`config.mk`:
```
export PLATFORM = sky130hd
export DESIGN_NAME = narrow_cam_seq
export DESIGN_NICKNAME = d
export VERILOG_FILES = /design/src/rtl/cam_seq_pkg.sv /design/src/rtl/cam_seq_ctrl.sv /design/src/rtl/cam_seq_dp.sv /design/src/rtl/narrow_cam_seq.sv
export SDC_FILE = /design/constraint.sdc
export NUM_CORES = 1
export LEC_CHECK = 0
export ABC_AREA = 1
export BUFFER_PORTS_ARGS = -buffer_cell sky130_fd_sc_hd__buf_2
export CORE_ASPECT_RATIO = 0.6
export CORE_MARGIN = 2
export CORE_UTILIZATION = 25
export CTS_BUF_LIST = sky130_fd_sc_hd__clkbuf_8
export CTS_CLUSTER_DIAMETER = 100
export DETAILED_ROUTE_END_ITERATION = 10
export GPL_TIMING_DRIVEN = 0
export SLEW_MARGIN = 40
export SYNTH_ARGS = -nofsm -noshare
export SYNTH_HDL_FRONTEND = slang
export SYNTH_HIERARCHICAL = 1
export SYNTH_SLANG_ARGS = --single-unit
```
`constraint.sdc`:
```
create_clock -name clk -period 2 [get_ports clk]
set_input_delay 0.2 -clock clk [delete_from_list [all_inputs] [get_ports clk]]
set_output_delay 0.2 -clock clk [all_outputs]
set_load 0.02 [all_outputs]
```
`src/rtl/cam_seq_pkg.sv`:
```
package cam_seq_pkg;

  typedef enum logic [1:0] {
    OP_WRITE  = 2'd0,
    OP_SEARCH = 2'd1,
    OP_RDREG  = 2'd2,
    OP_NOP    = 2'd3
  } hostOp_e;

  typedef enum logic [2:0] {
    CMD_NOP    = 3'd0,
    CMD_LOAD   = 3'd1,
    CMD_WRITE  = 3'd2,
    CMD_SEARCH = 3'd3,
    CMD_RDREG  = 3'd4
  } camCmd_e;

  localparam int unsigned REG_RESULT = 1;

  // Control-to-datapath strobes. The pin fields describe the next cycle's
  // memory-side outputs; the others act on the current edge.
  typedef struct packed {
    camCmd_e    pinCmd;
    logic [1:0] pinWe;
    logic       pinDrive;
    logic       pinHigh;
    logic       pinResultAddr;
    logic       take;
    logic       capLow;
    logic       rspFire;
    logic       rspZero;
  } seqStrobe_t;

endpackage

```
`src/rtl/cam_seq_ctrl.sv`:
```
module cam_seq_ctrl
  import cam_seq_pkg::*;
(
  input  logic       clk,
  input  logic       rstN,
  input  logic       reqValid,
  input  logic [1:0] reqOp,
  output logic       reqReady,
  output seqStrobe_t strobe
);

  typedef enum logic [2:0] {
    ST_IDLE, ST_LDLO, ST_LDHI, ST_EXEC, ST_RDLO, ST_RDHI, ST_CAP
  } seqState_e;

  seqState_e state, stateNxt;
  hostOp_e   opQ, opNxt;
  hostOp_e   reqOpE;
  logic      accept;

  assign reqOpE   = hostOp_e'(reqOp);
  assign reqReady = (state == ST_IDLE);
  assign accept   = reqReady && reqValid;

  always_comb begin
    stateNxt = state;
    opNxt    = opQ;
    case (state)
      ST_IDLE: begin
        if (accept) begin
          opNxt = reqOpE;
          case (reqOpE)
            OP_WRITE, OP_SEARCH: stateNxt = ST_LDLO;
            OP_RDREG:            stateNxt = ST_RDLO;
            default:             stateNxt = ST_IDLE;
          endcase
        end
      end
      ST_LDLO: stateNxt = ST_LDHI;
      ST_LDHI: stateNxt = ST_EXEC;
      ST_EXEC: stateNxt = (opQ == OP_SEARCH) ? ST_RDLO : ST_IDLE;
      ST_RDLO: stateNxt = ST_RDHI;
      ST_RDHI: stateNxt = ST_CAP;
      default: stateNxt = ST_IDLE;
    endcase
  end

  always_ff @(posedge clk) begin
    if (!rstN) begin
      state <= ST_IDLE;
      opQ   <= OP_NOP;
    end else begin
      state <= stateNxt;
      opQ   <= opNxt;
    end
  end

  // Pin fields are decoded from the next state so that the registered
  // memory-side outputs line up with the state they belong to.
  always_comb begin
    strobe        = '0;
    strobe.pinCmd = CMD_NOP;
    case (stateNxt)
      ST_LDLO: begin
        strobe.pinCmd   = CMD_LOAD;
        strobe.pinWe    = 2'b01;
        strobe.pinDrive = 1'b1;
      end
      ST_LDHI: begin
        strobe.pinCmd   = CMD_LOAD;
        strobe.pinWe    = 2'b10;
        strobe.pinDrive = 1'b1;
        strobe.pinHigh  = 1'b1;
      end
      ST_EXEC: strobe.pinCmd = (opNxt == OP_SEARCH) ? CMD_SEARCH : CMD_WRITE;
      ST_RDLO: begin
        strobe.pinCmd        = CMD_RDREG;
        strobe.pinWe         = 2'b01;
        strobe.pinResultAddr = (opNxt == OP_SEARCH);
      end
      ST_RDHI: begin
        strobe.pinCmd        = CMD_RDREG;
        strobe.pinWe         = 2'b10;
        strobe.pinResultAddr = (opNxt == OP_SEARCH);
      end
      default: ;
    endcase
    strobe.take    = accept;
    strobe.capLow  = (state == ST_RDHI);
    strobe.rspFire = (state == ST_CAP)
                   || (state == ST_EXEC && opQ == OP_WRITE)
                   || (accept && reqOpE == OP_NOP);
    strobe.rspZero = strobe.rspFire && (state != ST_CAP);
  end

endmodule

```
`src/rtl/cam_seq_dp.sv`:
```
module cam_seq_dp
  import cam_seq_pkg::*;
#(
  parameter  int HALF_W = 36,
  parameter  int ADDR_W = 8,
  localparam int WORD_W = 2 * HALF_W
) (
  input  logic              clk,
  input  logic              rstN,
  input  seqStrobe_t        strobe,
  input  logic [ADDR_W-1:0] reqAddr,
  input  logic [WORD_W-1:0] reqData,
  input  logic [HALF_W-1:0] camDqIn,
  output logic [2:0]        camCmd,
  output logic [1:0]        camWe,
  output logic [ADDR_W-1:0] camAddr,
  output logic [HALF_W-1:0] camDqOut,
  output logic              camDqOe,
  output logic              rspValid,
  output logic [WORD_W-1:0] rspData
);

  logic [WORD_W-1:0] wordQ, wordNow;
  logic [ADDR_W-1:0] addrQ, addrNow;
  logic [HALF_W-1:0] lowQ, halfSel;

  // On the accepting edge the request itself feeds the first beat.
  assign wordNow = strobe.take ? reqData : wordQ;
  assign addrNow = strobe.take ? reqAddr : addrQ;
  assign halfSel = strobe.pinHigh ? wordNow[WORD_W-1:HALF_W] : wordNow[HALF_W-1:0];

  always_ff @(posedge clk) begin
    if (!rstN) begin
      wordQ    <= '0;
      addrQ    <= '0;
      lowQ     <= '0;
      camCmd   <= CMD_NOP;
      camWe    <= '0;
      camAddr  <= '0;
      camDqOut <= '0;
      camDqOe  <= 1'b0;
      rspValid <= 1'b0;
      rspData  <= '0;
    end else begin
      wordQ    <= wordNow;
      addrQ    <= addrNow;
      camCmd   <= strobe.pinCmd;
      camWe    <= strobe.pinWe;
      camDqOe  <= strobe.pinDrive;
      camDqOut <= strobe.pinDrive ? halfSel : '0;
      camAddr  <= strobe.pinResultAddr ? ADDR_W'(REG_RESULT) : addrNow;
      if (strobe.capLow) lowQ <= camDqIn;
      rspValid <= strobe.rspFire;
      if (strobe.rspFire) rspData <= strobe.rspZero ? '0 : {camDqIn, lowQ};
    end
  end

endmodule

```
`src/rtl/narrow_cam_seq.sv`:
```
module narrow_cam_seq
  import cam_seq_pkg::*;
#(
  parameter  int HALF_W = 36,
  parameter  int ADDR_W = 8,
  localparam int WORD_W = 2 * HALF_W
) (
  input  logic              clk,
  input  logic              rstN,
  input  logic              reqValid,
  output logic              reqReady,
  input  logic [1:0]        reqOp,
  input  logic [ADDR_W-1:0] reqAddr,
  input  logic [WORD_W-1:0] reqData,
  output logic              rspValid,
  output logic [WORD_W-1:0] rspData,
  output logic [2:0]        camCmd,
  output logic [1:0]        camWe,
  output logic [ADDR_W-1:0] camAddr,
  output logic [HALF_W-1:0] camDqOut,
  output logic              camDqOe,
  input  logic [HALF_W-1:0] camDqIn
);

  seqStrobe_t strobe;

  cam_seq_ctrl ctrlI (
    .clk(clk), .rstN(rstN), .reqValid(reqValid), .reqOp(reqOp),
    .reqReady(reqReady), .strobe(strobe)
  );

  cam_seq_dp #(.HALF_W(HALF_W), .ADDR_W(ADDR_W)) dpI (
    .clk(clk), .rstN(rstN), .strobe(strobe), .reqAddr(reqAddr),
    .reqData(reqData), .camDqIn(camDqIn), .camCmd(camCmd), .camWe(camWe),
    .camAddr(camAddr), .camDqOut(camDqOut), .camDqOe(camDqOe),
    .rspValid(rspValid), .rspData(rspData)
  );

endmodule

```
# Word level (Yosys, flattened, before mapping)
# Index checks and enable logic that the tools add are counted.
[word_totals] wordCells=64 regBits=244 in_bits=121
[op_classes] muxes=17 reduce_logical=16 bitwise=1 eq_ne=17
[op_table] operator="72-bit 2-to-1 mux" count=2
[op_table] operator="36-bit 2-to-1 mux" count=1
[op_table] operator="3-bit one-hot mux with 6 select lines" count=1
[op_table] operator="3-bit == test (second input constant)" count=5
[op_table] operator="3-bit by 2-bit == test with 1-bit output (second input constant)" count=4
[op_table] operator="2-bit OR reduction" count=6
[op_table] operator="3-bit one-hot mux with 3 select lines" count=1
[op_table] operator="8-bit 2-to-1 mux" count=1
[op_table] operator="2-bit by 1-bit == test with 1-bit output (second input constant)" count=3
[op_table] operator="3-bit by 1-bit == test with 1-bit output (second input constant)" count=2
[op_table] operator="3-bit 2-to-1 mux" count=2
[op_table] operator="3-bit one-hot mux with 2 select lines" count=1
[op_table] operator="1-bit 2-to-1 mux" count=5
[op_table] operator="2-bit == test (second input constant)" count=2
[op_table] operator="1-bit logical AND" count=4
[op_table] operator="2-bit zero test" count=2
[op_table] operator="2-bit 2-to-1 mux" count=2
[op_table] operator="2-bit one-hot mux with 2 select lines" count=1
[op_table] operator="3-bit zero test" count=1
[op_table] operator="3-bit != test (second input constant)" count=1
[op_table] operator="1-bit logical OR" count=2
[op_table] operator="2-bit AND reduction" count=1
[op_table] operator="1-bit NOT" count=1

# Longest topological paths before layout
[logic_depth] depth_word=9 depth_mapped=12 mapped_depth_nobuf=10

# Cells and area by module
# The synthesis kept the hierarchy.
[modules_own_cells] module="cam_seq_dp" seq_area_each_um2=4784.6 instances=1 area_per_inst_um2=8575.7 cells_each=1093
[modules_own_cells] module="cam_seq_ctrl" seq_area_each_um2=100.1 instances=1 area_per_inst_um2=416.6 cells_each=69

# Worst setup path after synthesis
# Ideal clock, no wire load.
[synth_timing] kind="reg-to-reg" startpoint="register ctrlI.state[0]" endpoint="register dpI.rspData[22]" stages_incl_launch_ff=11 period_less_slack_ps=1527 path_slack_ps=473 setup_time_ps=122 t_arrival_ps=1406 path_cell_list="dfxtp_1 > buf_6 > nor2_4 > nand3_2 > inv_1 > nand3_1 > nand3b_1 > buf_4 > buf_2 > buf_2 > a21oi_1"
[synth_rtl] item="from (decl)" line_no="cam_seq_ctrl.sv:16" text="seqState_e state, stateNxt;"
[synth_rtl] item="from (signal assigned)" line_no="cam_seq_ctrl.sv:53" text="state <= stateNxt;"
[synth_rtl] item="to (signal assigned)" line_no="cam_seq_dp.sv:54" text="if (strobe.rspFire) rspData <= strobe.rspZero ? '0 : {camDqIn, lowQ};"
[synth_rtl] item="to (decl)" line_no="cam_seq_dp.sv:20" text="output logic [WORD_W-1:0] rspData"

==> reports/metrics.yaml <==
pre_cts_slack_ps: -62.2
dieArea_sq_um: 37600
p_leak_uw: 0.00625
drc_errors: 0
finish.utilization: 0.364
drive_above_1_share: 0.244
dieWidth_um: 249
synthTopCellsByCount: "nand2_1, dfxtp_1, nor2_1, a21oi_1, o21ai_0"
fin_crit_sh: 0.921
root_buffer: "clkbuf_8"
p_comb_frac: 0.192
first_global_vias: 8871
slew-limit-headroom: 0.574
finalNonFillerCells: 2060
async_flop_share: 0
drt-met1-wl_um: 15300
maxCapViolCount: 0
hp-class: "primary input to register"
grt_util_all_layers: 0.162
drtPass1Iterations: 5
switching_share: 0.299
r2r-end: "dpI/rspData[43]$_SDFFE_PN0P_"
ant_nets: 0
drt_iter0_drc: 666
pwr-share-clk: 0.363
synth_most_common_cell: "nand2_1"
clk_pin_slew_ps: 60
cp-start-kind: "register"
viasPerCell: 4.44
cts.htree.levels: 2
highest_layer: "met4"
grt_max_degree: 11
cts_setup_buffers: 0
port_buffers: 244
r2r_start: "ctrlI/state[0]$_SDFF_PN0_"
hold-worst-slack_ps: 48.3
p_int_uw: 8440
die_h_um: 151
overflow: 0
core_area_sq_um: 35200
crit_end: "dpI/rspData[43]$_SDFFE_PN0P_"
rsz0062_at_grt: "no"
max-vdd-ir-drop_mv: 0.314
insertion_delay_ps: 550
fin_setup_tns_ps: 0
p_per_area_nw_per_um2: 940
place_inst: 1873
synth_edf_count: 0
max_slew.worst_pin.slew_ps: 639
synth_cell_type_count: 28
finalSetupViolCount: 0
cts_tree: "yes"
dr_wl_met3_um: 1780
critical_path_required_ps: 2420
fmax_mhz: 543
drv_slew: 0
syn-instance-count: 1162
gp_congestion: 0.833
num_vias: 9147
switching_power_uw: 3600
cts_buffers: 41
ios: 245
dominantRegCellSynth: "dfxtp_1"
avgSynthCellArea_sq_um: 7.74
routed_wl_um: 31300
cp-startpoint: "ctrlI/state[0]$_SDFF_PN0_"
yosysWarnings: 6
finalHoldViolCount: 0
dp_hpwl_um: 22700
fin_worst_skew_ps: 26.2
synth_seq_cells: 244
outcome: "finished, final reports clean"
r2r_slack_ps: 160
antenna_found_initial: 1
cp.arrival_ps: 2260
synth_nets: 1283
grt_pass1_wl_um: 47800
critical_path_class: "register to register"
fin_crit_ps: 1840
ys_seq_area_frac: 0.543
pwr-share-seq: 0.445
nNetsFinal: 1688
synthTopCellsByArea: "dfxtp_1, nand2_1, a21oi_1"
start_util: 0.255
synth_largest_area_cell: "dfxtp_1"
layout_setup_ws_ps: 159
cts.sinks: 244
wl_met2_um: 13300
reg2reg_depth: 10
cts.path.max_buffers: 3
end_kind: "register"
syn2layout_area_growth_pct: 42.5
wl_per_cell_um: 15.2
synth_top_cell_area_share: 0.543
syn-cell-area_sq_um: 8990
num_rows: 53
fillers: 3660
crit_fanout: 10
sequential cells by signal, indices dropped and copies added (netlist names), 2 cells and up:
| name | cells |
|---|---|
| ctrlI/opQ | 2 |
| ctrlI/state | 3 |
| dpI/addrQ | 8 |
| dpI/camAddr | 8 |
| dpI/camCmd | 3 |
| dpI/camDqOut | 36 |
| dpI/camWe | 2 |
| dpI/lowQ | 36 |
| dpI/rspData | 72 |
| dpI/wordQ | 72 |
timing repair:
action                     CTS  global route
resized for setup            5            47
setup endpoints to repair   34            87
hold endpoints to repair   189             0
gates cloned                 0             0
hold buffers               118             0
stage by stage:
stage	area (sq um)	power, uW
2_1_floorplan	8990	6810
3_3_place_gp	10800	7530
3_5_place_dp	10800	7570
4_1_cts	12800	12200
5_1_grt	12800	12700
6_report	12800	12000
per-layer routing:
metal | vias to the layer above | track usage
li1 | 4568 | -
met1 | 4273 | 0.224
met2 | 251 | 0.247
met3 | 55 | 0.0361
met4 | 0 | 0.0579
met5 | - | 0
cell families (layout without fill, tap and decap cells):
| kind of cell | count (synthesis) | in the layout | share of synthesized area |
|---|---|---|---|
| and+or+nand+nor | 544 | 544 | 0.242 |
| other | 0 | 1 | 0 |
| buffers and inverters | 107 | 537 | 0.0651 |
| AOI/OAI and AO/OA | 267 | 267 | 0.150 |
| DFF | 244 | 244 | 0.543 |
power by group through the flow:
stage          clock network (uW)  registers (uW)  logic [uW]
2_1_floorplan                   0            5690        1120
3_3_place_gp                    0            5450        2080
3_5_place_dp                    0            5460        2110
4_1_cts                      4530            5360        2300
5_1_grt                      4750            5390        2560
6_report                     4370            5360        2310
layout by cell type, fill, tap and decap left out, types with 6 or more instances in the layout:
cell,instances
a21oi_1,149
o21ai_1,6
buf_2,263
nand2_2,11
nand2_1,310
dlygate4sd3_1,118
inv_1,34
clkbuf_1,10
buf_4,20
nor2_1,168
nand3_1,40
o21ai_0,109
clkbuf_2,11
dfxtp_1,243
inv_2,6
clkbuf_8,49
buf_6,13
worst min path at each step:
stage	from	cells past startpoint	slack (ps)	to
finish	reqAddr[1]	4	50	dpI/camAddr[1]$_SDFF_PP0_
global route	reqAddr[1]	4	40	dpI/camAddr[1]$_SDFF_PP0_
CTS	reqAddr[1]	4	4	dpI/camAddr[1]$_SDFF_PP0_
detailed placement	rstN	2	430	ctrlI/opQ[1]$_SDFF_PN1_
global placement	rstN	2	420	ctrlI/opQ[1]$_SDFF_PN1_
floorplan	rstN	1	270	ctrlI/opQ[1]$_SDFF_PN1_
area by class of cell:
cell class	count	area [sq um]	area share
flip-flops and latches	244	4890	0.381
inverters	27	110	0.00859
clock inverters	19	101	0.00791
repair buffers	362	2400	0.187
well taps	467	584	0.0456
multi-input cells	811	3530	0.275
diodes	1	2.50	0.000195
clock buffers	49	674	0.0526
plain buffers	80	522	0.0407
worst max-delay path: stages (launching register included):
cell	delay, ps
dfxtp_1	310
buf_6	130
nor2_4	170
nand3_2	100
inv_1	110
nand3_1	90
nand3b_1	100
buf_4	190
buf_4	220
buf_4	220
a21oi_1	90
Note: power is estimated with default switching activity, not from simulation.
